File: src/rtl/ebus_pkg.sv
`timescale 1ns/1ps
package ebus_pkg;
    localparam int NZ          = 8;
    localparam int ZW          = $clog2(NZ);
    localparam int AW          = ZW + 1;
    localparam int LEN_W       = 3;
    localparam int TRL_W       = 2;
    localparam int GAP_W       = 3;
    localparam int CNT_W       = LEN_W + 1;
    localparam int WAIT_MAX    = 7;
    localparam int WAIT_W      = $clog2(WAIT_MAX + 1);
    localparam int WR_LEAD_MIN = 3;
    localparam int RD_ACT_MIN  = 5;
    localparam int CFG_W       = 2 * (2 * LEN_W + TRL_W);
    localparam int BANK_W      = NZ + GAP_W + ZW;

    typedef struct packed {
        logic [LEN_W-1:0] lead;
        logic [LEN_W-1:0] active;
        logic [TRL_W-1:0] trail;
    } phase_fields_t;

    typedef struct packed {
        phase_fields_t wr;
        phase_fields_t rd;
    } zone_cfg_t;

    typedef struct packed {
        logic [NZ-1:0]    rdy_en;
        logic [GAP_W-1:0] gap;
        logic [ZW-1:0]    zone;
    } bank_cfg_t;

    typedef struct packed {
        logic [CNT_W-1:0] lead;
        logic [CNT_W-1:0] active;
        logic [CNT_W-1:0] trail;
        logic             rdy_en;
    } phase_plan_t;

    typedef struct packed {
        logic trail_zero;
        logic lead_short;
        logic act_short;
    } cfg_err_t;

    typedef enum logic [2:0] {
        S_IDLE, S_GAP, S_LEAD, S_ACT, S_TRAIL, S_ACK
    } seq_state_t;

    localparam zone_cfg_t ZONE_RST = '1;
    localparam bank_cfg_t BANK_RST = '{rdy_en: '0, gap: GAP_W'(3), zone: ZW'(NZ - 1)};

    function automatic logic [CNT_W-1:0] at_least(input logic [CNT_W-1:0] v,
                                                  input logic [CNT_W-1:0] lo);
        return (v < lo) ? lo : v;
    endfunction
endpackage

File: src/rtl/ebus_cfg_regs.sv
`timescale 1ns/1ps
module ebus_cfg_regs import ebus_pkg::*; (
    input  logic             clk,
    input  logic             rst,
    input  logic             cfg_we,
    input  logic [AW-1:0]    cfg_addr,
    input  logic [CFG_W-1:0] cfg_wdata,
    input  logic [ZW-1:0]    sel_zone,
    output zone_cfg_t        sel_cfg,
    output bank_cfg_t        bank
);
    zone_cfg_t zone_q [NZ];
    bank_cfg_t bank_q;

    always_ff @(posedge clk) begin
        if (rst) begin
            for (int i = 0; i < NZ; i++) zone_q[i] <= ZONE_RST;
        end else if (cfg_we && cfg_addr < AW'(NZ)) begin
            zone_q[cfg_addr[ZW-1:0]] <= zone_cfg_t'(cfg_wdata);
        end
    end

    always_ff @(posedge clk) begin
        if (rst) begin
            bank_q <= BANK_RST;
        end else if (cfg_we && cfg_addr == AW'(NZ)) begin
            bank_q <= bank_cfg_t'(cfg_wdata[BANK_W-1:0]);
        end
    end

    assign sel_cfg = zone_q[sel_zone];
    assign bank    = bank_q;

    // bank register comes out of reset on the top zone
    a_r1_bank_default: assert property (@(posedge clk)
        rst |=> (bank_q == BANK_RST));

    // bank word write lands in the register
    a_r11_bank_write: assert property (@(posedge clk) disable iff (rst)
        (cfg_we && cfg_addr == AW'(NZ)) |=> (bank_q == $past(cfg_wdata[BANK_W-1:0])));
endmodule

File: src/rtl/ebus_phase_calc.sv
`timescale 1ns/1ps
module ebus_phase_calc import ebus_pkg::*; (
    input  zone_cfg_t   cfg,
    input  logic        is_write,
    input  logic        rdy_en,
    output phase_plan_t plan,
    output cfg_err_t    err
);
    always_comb begin
        plan        = '0;
        err         = '0;
        plan.rdy_en = rdy_en;
        if (is_write) begin
            plan.lead      = at_least(CNT_W'(cfg.wr.lead), CNT_W'(WR_LEAD_MIN));
            plan.active    = at_least(CNT_W'(cfg.wr.active), CNT_W'(1));
            plan.trail     = at_least(CNT_W'(cfg.wr.trail), CNT_W'(1));
            err.lead_short = cfg.wr.lead < LEN_W'(WR_LEAD_MIN);
            err.trail_zero = cfg.wr.trail == '0;
        end else begin
            plan.lead      = at_least(CNT_W'(cfg.rd.lead), CNT_W'(1));
            plan.active    = at_least(CNT_W'(cfg.rd.active), CNT_W'(RD_ACT_MIN)) + CNT_W'(1);
            plan.trail     = at_least(CNT_W'(cfg.rd.trail), CNT_W'(1));
            err.act_short  = cfg.rd.active < LEN_W'(RD_ACT_MIN);
        end
    end
endmodule

File: src/rtl/ebus_phase_fsm.sv
`timescale 1ns/1ps
module ebus_phase_fsm import ebus_pkg::*; #(
    parameter int DW = 16
) (
    input  logic             clk,
    input  logic             rst,
    input  logic             req_valid,
    input  logic             req_write,
    input  logic [ZW-1:0]    req_zone,
    input  logic [DW-1:0]    req_wdata,
    input  phase_plan_t      plan,
    input  cfg_err_t         plan_err,
    input  logic [ZW-1:0]    bank_zone,
    input  logic [GAP_W-1:0] bank_gap,
    input  logic             bus_ready,
    input  logic [DW-1:0]    bus_din,
    output logic             ack,
    output logic [DW-1:0]    host_rdata,
    output cfg_err_t         err,
    output logic [NZ-1:0]    cs_n,
    output logic             rd_n,
    output logic             wr_n,
    output logic             bus_oe,
    output logic [DW-1:0]    bus_dout
);
    seq_state_t        state;
    logic [CNT_W-1:0]  cnt;
    logic [WAIT_W-1:0] wait_cnt;
    logic [ZW-1:0]     cur_zone;
    logic [ZW-1:0]     prev_zone;
    logic              prev_valid;
    logic              cur_write;
    phase_plan_t       plan_q;
    cfg_err_t          err_q;
    logic [DW-1:0]     wdata_q;
    logic [DW-1:0]     rdata_q;
    logic              gap_needed;
    logic              on_bus;
    logic              extend;

    // leaving the bank zone for another zone costs the programmed idle count
    assign gap_needed = prev_valid && (prev_zone == bank_zone) &&
                        (req_zone != prev_zone) && (bank_gap != '0);
    assign extend     = plan_q.rdy_en && !bus_ready && (wait_cnt < WAIT_W'(WAIT_MAX));

    always_ff @(posedge clk) begin
        if (rst) begin
            state      <= S_IDLE;
            cnt        <= '0;
            wait_cnt   <= '0;
            cur_zone   <= '0;
            prev_zone  <= '0;
            prev_valid <= 1'b0;
            cur_write  <= 1'b0;
            plan_q     <= '0;
            err_q      <= '0;
            wdata_q    <= '0;
            rdata_q    <= '0;
        end else begin
            case (state)
                S_IDLE: begin
                    if (req_valid) begin
                        cur_zone   <= req_zone;
                        cur_write  <= req_write;
                        wdata_q    <= req_wdata;
                        plan_q     <= plan;
                        err_q      <= plan_err;
                        prev_zone  <= req_zone;
                        prev_valid <= 1'b1;
                        wait_cnt   <= '0;
                        if (gap_needed) begin
                            state <= S_GAP;
                            cnt   <= CNT_W'(bank_gap) - CNT_W'(1);
                        end else begin
                            state <= S_LEAD;
                            cnt   <= plan.lead - CNT_W'(1);
                        end
                    end
                end
                S_GAP: begin
                    if (cnt == '0) begin
                        state <= S_LEAD;
                        cnt   <= plan_q.lead - CNT_W'(1);
                    end else begin
                        cnt <= cnt - CNT_W'(1);
                    end
                end
                S_LEAD: begin
                    if (cnt == '0) begin
                        state <= S_ACT;
                        cnt   <= plan_q.active - CNT_W'(1);
                    end else begin
                        cnt <= cnt - CNT_W'(1);
                    end
                end
                S_ACT: begin
                    if (cnt != '0) begin
                        cnt <= cnt - CNT_W'(1);
                    end else if (extend) begin
                        wait_cnt <= wait_cnt + WAIT_W'(1);
                    end else begin
                        if (!cur_write) rdata_q <= bus_din;
                        state <= S_TRAIL;
                        cnt   <= plan_q.trail - CNT_W'(1);
                    end
                end
                S_TRAIL: begin
                    if (cnt == '0) begin
                        state <= S_ACK;
                    end else begin
                        cnt <= cnt - CNT_W'(1);
                    end
                end
                S_ACK:   state <= S_IDLE;
                default: state <= S_IDLE;
            endcase
        end
    end

    assign on_bus = (state == S_LEAD) || (state == S_ACT) || (state == S_TRAIL);

    for (genvar z = 0; z < NZ; z++) begin : g_cs
        assign cs_n[z] = !(on_bus && (cur_zone == ZW'(z)));
    end

    assign rd_n       = !((state == S_ACT) && !cur_write);
    assign wr_n       = !((state == S_ACT) && cur_write);
    assign bus_oe     = on_bus && cur_write;
    assign bus_dout   = wdata_q;
    assign ack        = (state == S_ACK);
    assign host_rdata = rdata_q;
    assign err        = err_q;

    // never more than one zone selected
    a_r3_cs_onehot: assert property (@(posedge clk) disable iff (rst)
        $onehot0(~cs_n));

    // a strobe only appears inside a chip-select window
    a_r3_strobe_in_cs: assert property (@(posedge clk) disable iff (rst)
        (!rd_n || !wr_n) |-> (cs_n != '1));

    // read and write strobes are exclusive
    a_r4_no_dual_strobe: assert property (@(posedge clk) disable iff (rst)
        !(!rd_n && !wr_n));

    // acknowledge is a single cycle with the bus released
    a_r10_ack_pulse: assert property (@(posedge clk) disable iff (rst)
        ack |-> (cs_n == '1) ##1 !ack);

    // a held request does not retarget an access in flight
    a_r10_hold_zone: assert property (@(posedge clk) disable iff (rst)
        (state != S_IDLE) |=> $stable(cur_zone));

    // the wait-state budget always ends the active phase
    a_r9_wait_cap: assert property (@(posedge clk) disable iff (rst)
        (state == S_ACT && cnt == '0 && wait_cnt == WAIT_W'(WAIT_MAX)) |=> (state == S_TRAIL));

    // an accepted write never carries a lead below the minimum
    a_r6_lead_min: assert property (@(posedge clk) disable iff (rst)
        (state == S_IDLE && req_valid && req_write) |=> (plan_q.lead >= CNT_W'(WR_LEAD_MIN)));
endmodule

File: src/rtl/ebus_seq.sv
`timescale 1ns/1ps
module ebus_seq import ebus_pkg::*; #(
    parameter int DW = 16
) (
    input  logic             clk,
    input  logic             rst,
    input  logic             cfg_we,
    input  logic [AW-1:0]    cfg_addr,
    input  logic [CFG_W-1:0] cfg_wdata,
    input  logic             req_valid,
    input  logic             req_write,
    input  logic [ZW-1:0]    req_zone,
    input  logic [DW-1:0]    req_wdata,
    output logic             ack,
    output logic [DW-1:0]    host_rdata,
    output logic [2:0]       err_flags,
    output logic [NZ-1:0]    bus_cs_n,
    output logic             bus_rd_n,
    output logic             bus_wr_n,
    output logic             bus_oe,
    output logic [DW-1:0]    bus_dout,
    input  logic [DW-1:0]    bus_din,
    input  logic             bus_ready
);
    zone_cfg_t   sel_cfg;
    bank_cfg_t   bank;
    phase_plan_t plan;
    cfg_err_t    plan_err;
    cfg_err_t    err;

    ebus_cfg_regs u_regs (
        .clk       (clk),
        .rst       (rst),
        .cfg_we    (cfg_we),
        .cfg_addr  (cfg_addr),
        .cfg_wdata (cfg_wdata),
        .sel_zone  (req_zone),
        .sel_cfg   (sel_cfg),
        .bank      (bank)
    );

    ebus_phase_calc u_calc (
        .cfg      (sel_cfg),
        .is_write (req_write),
        .rdy_en   (bank.rdy_en[req_zone]),
        .plan     (plan),
        .err      (plan_err)
    );

    ebus_phase_fsm #(.DW(DW)) u_fsm (
        .clk        (clk),
        .rst        (rst),
        .req_valid  (req_valid),
        .req_write  (req_write),
        .req_zone   (req_zone),
        .req_wdata  (req_wdata),
        .plan       (plan),
        .plan_err   (plan_err),
        .bank_zone  (bank.zone),
        .bank_gap   (bank.gap),
        .bus_ready  (bus_ready),
        .bus_din    (bus_din),
        .ack        (ack),
        .host_rdata (host_rdata),
        .err        (err),
        .cs_n       (bus_cs_n),
        .rd_n       (bus_rd_n),
        .wr_n       (bus_wr_n),
        .bus_oe     (bus_oe),
        .bus_dout   (bus_dout)
    );

    assign err_flags = err;
endmodule

File: config.mk
export PLATFORM = sky130hd
export DESIGN_NAME = ebus_seq
export DESIGN_NICKNAME = d
export VERILOG_FILES = /design/src/rtl/ebus_pkg.sv /design/src/rtl/ebus_cfg_regs.sv /design/src/rtl/ebus_phase_calc.sv /design/src/rtl/ebus_phase_fsm.sv /design/src/rtl/ebus_seq.sv
export SDC_FILE = /design/constraint.sdc
export NUM_CORES = 1
export LEC_CHECK = 0
export BUFFER_PORTS_ARGS = -buffer_cell sky130_fd_sc_hd__buf_2
export CAP_MARGIN = 20
export CORE_ASPECT_RATIO = 0.9
export CORE_MARGIN = 1.5
export CORE_UTILIZATION = 55
export DETAILED_ROUTE_END_ITERATION = 6
export GPL_TIMING_DRIVEN = 0
export PLACE_DENSITY = 0.78
export SETUP_SLACK_MARGIN = 0.05
export SYNTH_ARGS = -nofsm -noshare
export SYNTH_HDL_FRONTEND = slang
export SYNTH_SLANG_ARGS = --single-unit
File: constraint.sdc
create_clock -name clk -period 5.3 [get_ports clk]
set_input_delay 0.53 -clock clk [delete_from_list [all_inputs] [get_ports clk]]
set_output_delay 0.53 -clock clk [all_outputs]
set_load 0.005 [all_outputs]
== Word-level counts from Yosys, hierarchy flattened ==
Memories as Yosys holds them, arrays and structs flattened.
Cells that the tools add are included.
Word-level totals
  memories kept: 1
  bits in writable memories: 128
  bits of input ports: 61
  latch bits: 0
  bits in registers: 77
  output and inout port bits: 47
  word-level logic and storage cells: 150
  bits in read-only memories: 0
Cells by class
  equal/unequal tests: 24
  mux-type cells: 39
  bitwise gates (word level): 3
  reductions and logical operators: 46
  add/subtract/negate cells: 8
  $lt $le $gt $ge: 11
  shift-type cells: 0
  divide/modulo/power cells: 0
  $mul: 0
Memory list
  u_regs.zone_q: depth 8, bits a word 16, read ports 1, clocked after memory_dff 0, write ports 8, RTL line ebus_cfg_regs.sv:12  | zone_cfg_t zone_q [NZ];
Operator list (number)
  $mux W3: 14
  $mux W4: 7
  $pmux W4 S5: 1
  $sub A4 B1 Y4 const B: 5
  $eq A3 B3 Y1 const B: 6
  $logic_and A1 B1 Y1: 18
  $mux W16: 1
  $reduce_or A16 Y1: 1
  $pmux W3 S5: 1
  $eq A3 B2 Y1 const B: 4
  $logic_not A1 Y1: 12
  $mux W12: 1
  $reduce_and A4 Y1: 3
  $lt A3 B3 Y1 const B: 3
  $mux W1: 8
  $mux W2: 4
  $ne A2 B1 Y1 const B: 4
  $ne A2 B2 Y1 const B: 4
  $eq A3 B1 Y1 const B: 2
  $logic_not A3 Y1: 2
  $lt A3 B1 Y1 const B: 2
  $lt A3 B2 Y1 const B: 2
  $pmux W3 S2: 1
  $reduce_and A6 Y1: 1
  20 further kinds: 24

== Depth between registers and ports, before layout ==
Gate-level depths: netlist of the first run.
An unclocked memory read counts as a cell.
  depth in word-level cells: 9
  mapped depth: 13
  depth with buffers taken out: 11

== Cells and area by module ==
Synthesis of the first run repeated with hierarchy kept, for this count alone.
Second synthesis, totals
  cell total of the unflattened synthesis: 821
  area total of the unflattened synthesis: 9846.9 µm²
Modules (own cells, without submodules)
  ebus_cfg_regs: area each 6498.7 µm², instances 1, cells each 406, seq. area each 4124.0 µm²
  ebus_phase_fsm: area each 3061.7 µm², instances 1, cells each 382, seq. area each 1261.2 µm²
  ebus_phase_calc: area each 222.7 µm², instances 1, cells each 30, seq. area each 0.0 µm²
  ebus_seq: area each 63.8 µm², instances 1, cells each 3, seq. area each 0.0 µm²

== Least setup slack after synthesis of the first run ==
Ideal clock, no wire load.
  kind: input port to flip-flop
  from: input port req_zone[0]
  to: register u_fsm.cnt[2]
  buffers on the path: 2
  slack: 2435 ps
  arrival: 2795 ps
  library setup time: 70 ps
  stages on the path: 13
  cell sequence: buf_6 > buf_6 > mux4_2 > mux2_2 > o21ai_1 > o31a_1 > nand2_1 > o21ai_0 > ha_1 > or2_2 > a21oi_1 > o41a_1 > a21oi_1
Between the ends
  cells in the longest elaborated chain, start to end: 8
RTL lines
  start: declaration: RTL line ebus_seq.sv:12  | input logic [ZW-1:0] req_zone,
  $mem_v2 Z8 W16
  $lt A3 B1 Y1 / $lt A3 B2 Y1 (equally long branches): RTL line ebus_pkg.sv:56  | return (v < lo) ? lo : v;
  $mux W3: RTL line ebus_pkg.sv:56
  $mux W12: RTL line ebus_phase_calc.sv:13  | if (is_write) begin
  $sub A4 B1 Y4: RTL line ebus_phase_fsm.sv:76  | cnt <= plan.lead - CNT_W'(1);
  $mux W4 *: RTL line ebus_phase_fsm.sv:71  | if (gap_needed) begin
  $mux W4 *: RTL line ebus_phase_fsm.sv:62  | if (req_valid) begin
  $pmux W4 S5 *: RTL line ebus_phase_fsm.sv:60  | case (state)
  end signal: assignment: RTL line ebus_phase_fsm.sv:73  | cnt <= CNT_W'(bank_gap) - CNT_W'(1);
  end signal: assignment: RTL line ebus_phase_fsm.sv:76
  end signal: assignment: RTL line ebus_phase_fsm.sv:83  | cnt <= plan_q.lead - CNT_W'(1);
  end: declaration: RTL line ebus_phase_fsm.sv:27  | logic [CNT_W-1:0] cnt;
Mark *: on every way between the ends. The rest lies on a longest branch, timed or not. The select of a mux whose other input is x is not followed.
A chain may end at the register's enable or synchronous reset.

== Worst setup path in the final report of the first run ==
  from: input port req_zone[2]
  to: register u_fsm.cnt[2]
Same word-level chain as after synthesis.

==> metrics.md, run 1 <==
| Metric | Value |
|---|---|
| Die Area | 0.01775 mm^2 |
| Root Buffer | clkbuf_16 |
| Core Util, Final | 65.92% |
| IO Pins | 108 |
| Worst slew pin tran | 0.8890 ns |
| Mapped Area | 0.009329 mm^2 |
| Synth Warn # | 0 |
| Final setup fails | 0 |
| CP max-delay cell | buf_1 |
| CP Launch Type | input port |
| GRT Overall Usage | 25.96% |
| Pleak | 3.903 nW |
| DR pass1 iterations | 5 |
| Deepest clock path buffer count | 3 |
| Post-Route Skew | 0.01913 ns |
| Row count | 44 |
| Port bufs | 104 |
| Multi-input gate area in the final layout | 0.003741 mm^2 |
| Antenna diodes | 0 |
| Avg Cell Area, Syn | 11.62 um^2 |
| Maxcap violations | 0 |
| Register area | 0.005325 mm^2 |
| Critical Path AT | 3.23 ns |
| Register bit total from synthesis | 202 |
| Postcts setup bufs | 0 |
| Worst Path Max Fanout | 10 |
| Worst min-delay path class | input port to flop |
| VDD IR max | 0.2401 mV |
| WP data required | 5.66 ns |
| Post-Synth Simple-Gate Area | 19.49% |
| Minimum clock period | 2.875 ns |
| Post-place setup slack | 1.939 ns |
| Grt ovf | 0 |
| Clock Sinks | 202 |
| Setup crit end kind | flop |
| Mux share of post-synthesis cell area | 12.08% |
| Post-synthesis cell count | 803 |
| Post-synthesis sequential area ratio | 57.08% |
| CTS resizes | 0 |
| Dpl hpwl | 15780 um |
| Yosys cell types | 58 |
| Fin worst setup slack | 2.425 ns |
| Fin. max-slew vios | 0 |
| Hold_buf cts | 0 |
| Largest family of logic cells by synthesized area | simple AND/OR/NAND/NOR gates |
| 1st-iter DRT viols | 555 |
| Placeable core region | 0.01635 mm^2 |
| Antenna violations before repair | 0 |
| Synth Area in Compound Gates | 6.237% |
| # fillers | 1221 |
| Share of post-route cells with drive strength above 1 | 30.79% |
| CTS tree | built |
| Synthesized net count | 872 |
| Starting density of the core | 57.06% |
| Via/cell ratio | 5.744 |
| Placed cell area | 0.01011 mm^2 |
| Setup Crit Path Kind | input port to flop |
| Vias | 6617 |
| PD cells | 395.8 mW/mm^2 |
| Post-synth EDFFs | 128 |
| Final hold violations | 0 |
| Horiz. Die Dim | 140.3 um |
| Unrepaired setup endpoints after global routing | no |
| Final TNS setup | 0 ns |
| Asr flop ratio synth | 0% |
| CTS buffer count | 21 |
| Adder-cell share of the synthesized area | 1.073% |
| Routed len/inst | 19.50 um |
| Clk pin slew, worst setup/hold paths | 0.06 ns |
| Remaining DRCs | 0 |
| Slew HR | 40.59% |
| Final period util | 54.24% |
| Area delta synth->final | 15.53% |
| Final hold slack | 0.2621 ns |
| Largest net degree at the start of global routing | 17 |
| GP Congestion | 0.8982 |
| Critical path cell sequence | buf_2 > buf_1 > buf_2 > nor3_1 > o31a_1 > nand2_1 > o21ai_0 > ha_1 > or2_2 > a21oi_1 > o41a_1 > a21oi_1 |
| First-pass GRT wire length | 35360 um |
| Fmax achieved | 347.9 MHz |
| Routed WL | 22470 um |
| Routed Antenna Nets | 0 |
| Crit path largest cell delay | 0.59 ns |
| Vias in the first global route | 6490 |
| Die height | 126.6 um |
| Fin area | 0.01078 mm^2 |
| Main synth FF type | edfxtp_1 |
| Outcome | finished, final reports clean |
| Synth Area in XOR/XNOR | 1.220% |
| H-tree levels | 1 |
| Clock Latency Late Sink | 0.51 ns |
| Nets | 999 |
==> final cells by class <==
type | count | share of cell area (%)
clock buffer | 29 | 5.456
sequential | 202 | 49.41
buffer | 49 | 2.090
tap | 207 | 2.403
inverter | 10 | 0.3483
timing repair buffer | 104 | 4.829
clock inverter | 9 | 0.7546
multi-input combinational | 542 | 34.71
==> where the power goes <==
part | total (mW) | switching [mW] | internal, mW
Clock | 1.44 | 0.608 | 0.830
Sequential | 1.88 | 0.0686 | 1.81
Combinational | 0.950 | 0.579 | 0.371
Total | 4.27 | 1.26 | 3.01
==> synth_stat cells (2+ instances only) <==
| master | count | area (um^2) |
|---|---|---|
| mux4_2 | 34 | 765.7 |
| nor3b_1 | 2 | 15.01 |
| a21oi_1 | 52 | 260.3 |
| o221ai_1 | 4 | 35.03 |
| and3_1 | 5 | 31.28 |
| ha_1 | 8 | 100.1 |
| buf_6 | 3 | 33.78 |
| o21ai_0 | 4 | 20.02 |
| inv_1 | 10 | 37.54 |
| or3_1 | 2 | 12.51 |
| a22oi_1 | 3 | 22.52 |
| or2_2 | 101 | 631.9 |
| xnor2_1 | 5 | 43.79 |
| nand3_1 | 18 | 90.09 |
| mux2_2 | 6 | 67.56 |
| mux2i_1 | 28 | 280.3 |
| xor2_1 | 8 | 70.07 |
| o311ai_0 | 2 | 17.52 |
| buf_4 | 3 | 22.52 |
| edfxtp_1 | 128 | 3844 |
| dfxtp_1 | 74 | 1481 |
| o31ai_1 | 2 | 15.01 |
| buf_2 | 6 | 30.03 |
| a211oi_1 | 5 | 37.54 |
| nor2b_1 | 11 | 68.82 |
| a2bb2oi_1 | 2 | 17.52 |
| nand2b_1 | 33 | 206.5 |
| and2_1 | 3 | 18.77 |
| nand2_1 | 117 | 439.2 |
| clkbuf_1 | 36 | 135.1 |
| nor4_1 | 3 | 18.77 |
| nor3_1 | 9 | 45.04 |
| nor2_1 | 50 | 187.7 |
| o21ai_1 | 2 | 10.01 |
==> cell families (layout without fill, tap and decap cells) <==
group	count (synthesis)	in the layout
simple gates	360	360
buf+inv	59	201
mux	69	69
compound gates	92	92
xor+xnor	13	13
flops	202	202
fa+ha+maj	8	8
==> routing by layer <==
| metal | part of all wire, % | routed length, um | global-route usage (%) | vias to the layer above |
|---|---|---|---|---|
| met5 | 0 | 0 | 0 | - |
| met4 | 2.5 | 564 | 7.926 | 0 |
| met3 | 6.5 | 1457 | 4.832 | 44 |
| met2 | 49 | 11050 | 43.80 | 249 |
| met1 | 42 | 9395 | 34.49 | 3211 |
| li1 | - | - | - | 3113 |
==> layout by cell type, fill, tap and decap left out, types with 10 or more instances in the layout <==
cell type and n:
mux4_2 34, a21oi_1 52, mux2i_1 28, dfxtp_1 74, or2_2 101, clkbuf_1 41
nand3_1 18, nor2b_1 11, buf_2 110, inv_1 10, edfxtp_1 128, nand2b_1 33
nand2_1 117, clkbuf_16 22, nor2_1 50
==> metrics by stage <==
step	instances	power [mW]
global placement	1114	2.826
CTS	1152	4.264
global route	1152	4.451
detailed placement	1114	2.843
floorplan	803	2.555
finish	1152	4.265
==> flip-flops by register name, summed over array words and instances, names as in the netlist, 3 cells and up <==
| signal | count |
|---|---|
| u_regs.zone_q | 128 |
| u_fsm.err | 3 |
| u_fsm.host_rdata | 16 |
| u_fsm.bus_dout | 16 |
| u_fsm.cur_zone | 3 |
| u_regs.bank | 14 |
| u_fsm.cnt | 4 |
| u_fsm.state | 3 |
| u_fsm.wait_cnt | 3 |
| u_fsm.plan_q | 10 |
==> worst max-delay path, delay by kind of cell <==
kind / cells / cell delay [ns]
and+or+nand+nor: 3 / 0.49
adders and majority gates: 1 / 0.23
AOI/OAI and AO/OA: 5 / 0.79
buffers and inverters: 3 / 1.20
==> worst paths after layout <==
kind	slack, ns	cells after the start	from	to
max	2.43	12	req_zone[2]	u_fsm.cnt[2]
max reg2reg	2.53	10	u_regs.zone_q[3][15]	u_fsm.cnt[2]
min	0.26	3	req_wdata[9]	u_fsm.bus_dout[9]
min reg2reg	0.45	2	u_fsm.bus_dout[8]	u_fsm.bus_dout[8]
(Power assumes the default switching activity.)
==> inputs of run 2 (changes only) <==
- CORE_UTILIZATION: 55 -> 53
- clock period: 5.3 -> 2.4 ns (I/O delays scaled with it)
==> metrics.md, run 2 (synthesis results as in run 1) <==
| Metric | Value |
|---|---|
| Crit path largest cell delay | 0.50 ns (-0.09 ns) |
| Vias | 6909 (+4.4%) |
| Horiz. Die Dim | 142.9 um (+1.8%) |
| WP data required | 2.83 ns (-2.83 ns) |
| Area delta synth->final | 21.07% |
| Nets | 1033 (+3.4%) |
| Most flop-heavy register | u_regs.zone_q |
| Largest net degree at the start of global routing | 17 (unchanged) |
| Row count | 45 (+2.3%) |
| Cell count of the worst reg-to-reg path | 11 (+1) |
| 1st-iter DRT viols | 555 (unchanged) |
| Grt ovf | 0 (unchanged) |
| Worst slew pin tran | 0.8620 ns (-0.02698 ns) |
| CP Launch Type | flop |
| VDD IR max | 0.4902 mV (+100%) |
| Clock Latency Late Sink | 0.51 ns (about the same) |
| H-tree levels | 1 (unchanged) |
| CTS tree | built |
| Outcome | finished, violations left |
| WHS Endpoint | u_regs.bank[13] |
| # fillers | 1246 (+2.0%) |
| Failing checks | negative setup slack |
| IO Pins | 108 (unchanged) |
| PD cells | 864.8 mW/mm^2 (+120%) |
| DR pass1 iterations | 5 (unchanged) |
| Buf/Inv on CP | 0 (-3) |
| Clk pin slew, worst setup/hold paths | 0.07 ns (about the same) |
| Final period util | 106.1% |
| Post-place setup slack | -0.6605 ns (-2.600 ns) |
| Port bufs | 104 (unchanged) |
| Die height | 128.9 um (+1.8%) |
| Fin worst setup slack | -0.1453 ns (-2.571 ns) |
| Final setup fails | 2 (+2) |
| Placeable core region | 0.01706 mm^2 (+4.3%) |
| Remaining DRCs | 0 (unchanged) |
| Routed Antenna Nets | 0 (unchanged) |
| GP Congestion | 0.9207 (+2.5%) |
| Vias in the first global route | 6848 (+5.5%) |
| Slew HR | 42.39% (+1.8 points) |
| Hold Crit Start | cfg_wdata[13] |
| RR Endpoint | u_fsm.cnt[2] |
| Unrepaired setup endpoints after global routing | yes |
| Die Area | 0.01841 mm^2 (+3.7%) |
| CTS buffer count | 21 (unchanged) |
| Post-Route Skew | 0.01576 ns (-0.003370 ns) |
| First-pass GRT wire length | 37430 um (+5.9%) |
| Most Frequent Cell on Critical Path | a21oi_1 |
| Routed len/inst | 20.08 um (+3.0%) |
| Post-route insts no fill | 1216 (+5.6%) |
| Routed WL | 24420 um (+8.7%) |
| Deepest clock path buffer count | 3 (unchanged) |
| Final hold violations | 0 (unchanged) |
| Fin. max-slew vios | 0 (unchanged) |
| Placed Cells incl. Taps | 1142 (+2.5%) |
| Most common cell after layout, fill and taps aside | edfxtp_1 |
| Minimum clock period | 2.545 ns |
| Most frequent cells in the layout | edfxtp_1 (128), nand2_1 (113), buf_2 (110), or2_2 (99), dfxtp_1 (73) |
| Pleak | 4.108 nW (+5.2%) |
| Critical Path AT | 2.98 ns (-0.25 ns) |
| Root Buffer | clkbuf_16 |
| Max reg flops | 128 (unchanged) |
| GRT Overall Usage | 26.94% (+0.98 points) |
| Worst reg2reg path startpoint | u_regs.zone_q[2][13] |
| Reg2Reg Setup Slack | -0.15 ns (-2.68 ns) |
| Maxcap violations | 0 (unchanged) |
| Crit path max-delay family | compound AO/OA/AOI/OAI gates |
| Worst Path Max Fanout | 4 (-6) |
| Worst min-delay path class | input port to flop |
| CP max-delay cell | mux4_2 |
| Starting density of the core | 54.68% (-2.4 points) |
| Share of post-route cells with drive strength above 1 | 32.89% (+2.1 points) |
| Core Util, Final | 66.20% (+0.29 points) |
| Dpl hpwl | 15960 um (+1.2%) |
| Antenna violations before repair | 1 (+1) |
| Clock Sinks | 202 (unchanged) |
| Hold Crit Depth | 3 (unchanged) |
| Fmax achieved | 392.9 MHz |
| Via/cell ratio | 5.682 (-1.1%) |
| Critical path cell sequence | mux4_2 > mux2_4 > o21ai_2 > o31a_1 > nand2_1 > o21ai_1 > ha_2 > or2_2 > a21oi_1 > o41a_1 > a21oi_1 |
| Setup Crit Path Kind | flop to flop |
| Setup crit end kind | flop |
==> run 2: cell types whose count changed in the layout (fill, tap and decap cells not counted), sizes merged <==
cell / before / now
dlygate4sd3: 0 / 32
clkbuf: 65 / 60
buf: 117 / 120
clkinv: 6 / 9
diode: 0 / 2
bufinv: 1 / 2
==> run 2: cell type report <==
type,instances,area [um^2],share of cell area [%]
flip-flops and latches,202,5326,47.16
repair buffers,140,870.8,7.710
multi-input cells,542,3822,33.84
clock inverters,13,126.4,1.119
plain buffers,47,239.0,2.116
diodes,2,5.005,0.04431
clock buffers,25,573.1,5.074
inverters,10,37.54,0.3323
well taps,235,294.0,2.603
==> run 2: repair_timing <==
item / CTS / global route
pin swaps: 0 / 5
buffers inserted: 2 / 2
hold buffers: 32 / 0
gates resized for setup: 7 / 18
setup endpoints to repair: 55 / 56
cloned: 0 / 0
hold endpoints to repair: 32 / 0
==> run 2: where the power goes <==
group | switching [mW] | internal [mW]
sequential | 0.190 | 3.99
combinational | 1.35 | 0.917
clock | 1.38 | 1.93
==> run 2: per-layer routing <==
layer | GRT usage, % | up-vias | wire length, um
met1 | 34.14 | 3394 | 9820
met5 | 0 | - | 0
li1 | - | 3166 | -
met4 | 12.19 | 0 | 875
met2 | 45.95 | 281 | 12300
met3 | 4.317 | 68 | 1425
==> run 2: how the worst max path moves through the flow <==
stage | from | to | cells after the start
after floorplan | req_zone[0] | u_fsm.cnt[2] | 13
after detailed placement | req_zone[2] | u_fsm.cnt[2] | 12
final | u_regs.zone_q[2][13] | u_fsm.cnt[2] | 11
after global placement | req_zone[2] | u_fsm.cnt[2] | 12
after global routing | u_regs.zone_q[2][13] | u_fsm.cnt[2] | 11
after CTS | u_regs.zone_q[2][13] | u_fsm.cnt[2] | 11
==> run 2: stage by stage <==
step | cell area (um^2) | power [mW] | TNS, ns | hold slack, ns
3_5_place_dp | 10170 | 6.307 | -50.64 | 0.4433
2_1_floorplan | 9353 | 5.648 | -0.1025 | 0.3642
3_3_place_gp | 10170 | 6.246 | -40.54 | 0.4399
4_1_cts | 11220 | 9.640 | -0.3445 | 0.02692
5_1_grt | 11290 | 10.15 | -0.4991 | 0.06096
6_report | 11290 | 9.768 | -0.2583 | 0.04688
==> run 2: worst min-delay path, delay by kind of cell <==
family	cells	cell delay, ns
buffers and inverters	1	0.15
AO/OA/AOI/OAI	1	0.05
AND/OR/NAND/NOR	1	0.07
==> inputs of run 3 (changes only) <==
- GPL_ROUTABILITY_DRIVEN: default -> 0
- HOLD_SLACK_MARGIN: default -> 0.15
==> metrics.md, run 3 (synthesis results as in run 1) <==
| Metric | Value |
|---|---|
| Row count | 45 (unchanged) |
| Dpl hpwl | 15960 um (unchanged) |
| Maxcap violations | 0 (unchanged) |
| Clk pin slew, worst setup/hold paths | 0.06 ns (about the same) |
| Final setup fails | 2 (unchanged) |
| CTS tree | built |
| Crit. Startpoint | u_regs.zone_q[7][7] |
| Port bufs | 104 (unchanged) |
| Unrepaired setup endpoints after global routing | yes |
| Routed Antenna Nets | 0 (unchanged) |
| Via/cell ratio | 5.679 (about the same) |
| CP Launch Type | flop |
| Worst slew pin tran | 0.8484 ns (-0.01365 ns) |
| 1st-iter DRT viols | 589 (+6.1%) |
| GRT Overall Usage | 27.27% (+0.33 points) |
| Placeable core region | 0.01706 mm^2 (unchanged) |
| Most common cell after layout, fill and taps aside | edfxtp_1 |
| PD cells | 851.7 mW/mm^2 (-1.5%) |
| Max reg flops | 128 (unchanged) |
| Vias | 7008 (+1.4%) |
| VDD IR max | 0.4897 mV (-0.11%) |
| Starting density of the core | 54.68% (unchanged) |
| Vias in the first global route | 6976 (+1.9%) |
| Horiz. Die Dim | 142.9 um (unchanged) |
| RR Endpoint | u_fsm.cnt[2] |
| Final TNS setup | -0.2501 ns (+0.008225 ns) |
| Failing checks | negative setup slack |
| Root Buffer | clkbuf_16 |
| Area delta synth->final | 23.08% |
| WP data required | 2.77 ns (-0.06 ns) |
| Most Frequent Cell on Critical Path | a21oi_1 |
| Fin worst setup slack | -0.1388 ns (+0.006509 ns) |
| CP Capture Point | u_fsm.cnt[2] |
| First-pass GRT wire length | 37930 um (+1.3%) |
| Fin. max-slew vios | 0 (unchanged) |
| Remaining DRCs | 0 (unchanged) |
| Final hold violations | 0 (unchanged) |
| Fin area | 0.01148 mm^2 (+1.7%) |
| IO Pins | 108 (unchanged) |
| Power Total | 9.780 mW (+0.12%) |
| Worst reg2reg path startpoint | u_regs.zone_q[7][7] |
| Core Util, Final | 67.30% (+1.1 points) |
| CTS buffer count | 21 (unchanged) |
| Multi-input gate area in the final layout | 0.003822 mm^2 (unchanged) |
| Worst Path Max Fanout | 4 (unchanged) |
| Critical path cell sequence | mux4_2 > nor2_2 > nor3b_1 > o31a_1 > nand2_1 > o21ai_1 > ha_2 > or2_2 > a21oi_1 > o41a_1 > a21oi_1 |
| CP max-delay cell | mux4_2 |
| Setup Crit Path Kind | flop to flop |
| Nets | 1052 (+1.8%) |
| Most flop-heavy register | u_regs.zone_q |
| Final period util | 105.8% (-0.27 points) |
| Minimum clock period | 2.539 ns (-0.006509 ns) |
| Antenna violations before repair | 1 (unchanged) |
| Worst min-delay path class | input port to flop |
| Cell count of the worst reg-to-reg path | 11 (unchanged) |
| Most frequent cells in the layout | edfxtp_1 (128), nand2_1 (113), buf_2 (110), or2_2 (99), dfxtp_1 (73) |
| Fmax achieved | 393.9 MHz (+0.26%) |
| Grt ovf | 0 (unchanged) |
| Routed WL | 24650 um (+0.91%) |
| Crit path largest cell delay | 0.54 ns (+0.04 ns) |
| Pleak | 4.182 nW (+1.8%) |
| Outcome | finished, violations left |
| Slew HR | 43.31% (+0.91 points) |
| Die Area | 0.01841 mm^2 (unchanged) |
| Routed len/inst | 19.97 um (-0.56%) |
| Critical Path AT | 2.91 ns (-0.07 ns) |
| DR pass1 iterations | 5 (unchanged) |
| Clock Sinks | 202 (unchanged) |
| Post-Route Skew | 0.01568 ns (-0.00008190 ns) |
| Register area | 0.005326 mm^2 (unchanged) |
| Clock Latency Late Sink | 0.51 ns (about the same) |
| Share of post-route cells with drive strength above 1 | 32.26% (-0.63 points) |
| Setup crit end kind | flop |
| Die height | 128.9 um (unchanged) |
| Deepest clock path buffer count | 3 (unchanged) |
| Largest net degree at the start of global routing | 17 (unchanged) |
| # fillers | 1228 (-1.4%) |
| Placed cell area | 0.01017 mm^2 (unchanged) |
| H-tree levels | 1 (unchanged) |
| Reg2Reg Setup Slack | -0.14 ns (about the same) |
## run 3: metrics by stage
stage               hold slack, ns  setup WS (ns)  std cells
finish                      0.1671        -0.1388       1234
global route                0.2116        -0.2587       1234
CTS                         0.1560        -0.1679       1232
detailed placement          0.4433        -0.6605       1142
global placement            0.4399        -0.6210       1142
floorplan                   0.3642       -0.07825        803
## run 3: worst min path at each step
stage | to | cells past startpoint | slack, ns | start
floorplan | u_regs.bank[3] | 2 | 0.36 | cfg_wdata[3]
finish | u_regs.bank[5] | 4 | 0.17 | cfg_addr[0]
CTS | u_regs.bank[5] | 4 | 0.16 | cfg_addr[0]
global placement | u_fsm.bus_dout[14] | 2 | 0.44 | u_fsm.bus_dout[14]
global route | u_regs.bank[5] | 4 | 0.21 | cfg_addr[0]
detailed placement | u_fsm.bus_dout[15] | 2 | 0.44 | u_fsm.bus_dout[15]
## run 3: power by group
group | switching (mW) | leakage, nW | internal [mW] | total [mW]
logic | 1.35 | 1.94 | 0.935 | 2.29
registers | 0.191 | 1.89 | 4.00 | 4.19
clock network | 1.37 | 0.348 | 1.93 | 3.31
## run 3: area by class of cell
cell class / count / share of cell area (%)
Timing Repair Buffer: 159 / 9.240
Buffer: 47 / 2.081
Multi-Input combinational cell: 542 / 33.29
Antenna cell: 1 / 0.02179
Clock inverter: 13 / 1.101
Tap cell: 235 / 2.561
Inverter: 10 / 0.3269
Sequential cell: 202 / 46.39
Clock buffer: 25 / 4.991
## run 3: repair_timing
action,4_1_cts,5_1_grt
gates resized for setup,7,18
hold buffers,51,0
setup buffers,2,2
setup endpoints to repair,55,56
cloned,0,0
endpoints found under the hold margin,170,0
pin swaps,0,5
## run 3: worst max-delay path, delay by kind of cell, from the launching register on
kind | cells | cell delay, ns
multiplexers | 1 | 0.54
flip-flops | 1 | 0.40
AND/OR/NAND/NOR | 4 | 0.53
AO/OA/AOI/OAI | 5 | 0.73
adder cells (fa/ha/maj) | 1 | 0.19
## run 3: metal layers
| metal | vias up | part of all wire (%) | GRT usage (%) |
|---|---|---|---|
| met5 | - | 0 | 0 |
| met4 | 0 | 3.7 | 11.95 |
| met3 | 73 | 6.4 | 4.243 |
| met2 | 300 | 51 | 46.77 |
| met1 | 3422 | 39 | 34.57 |
| li1 | 3213 | - | - |
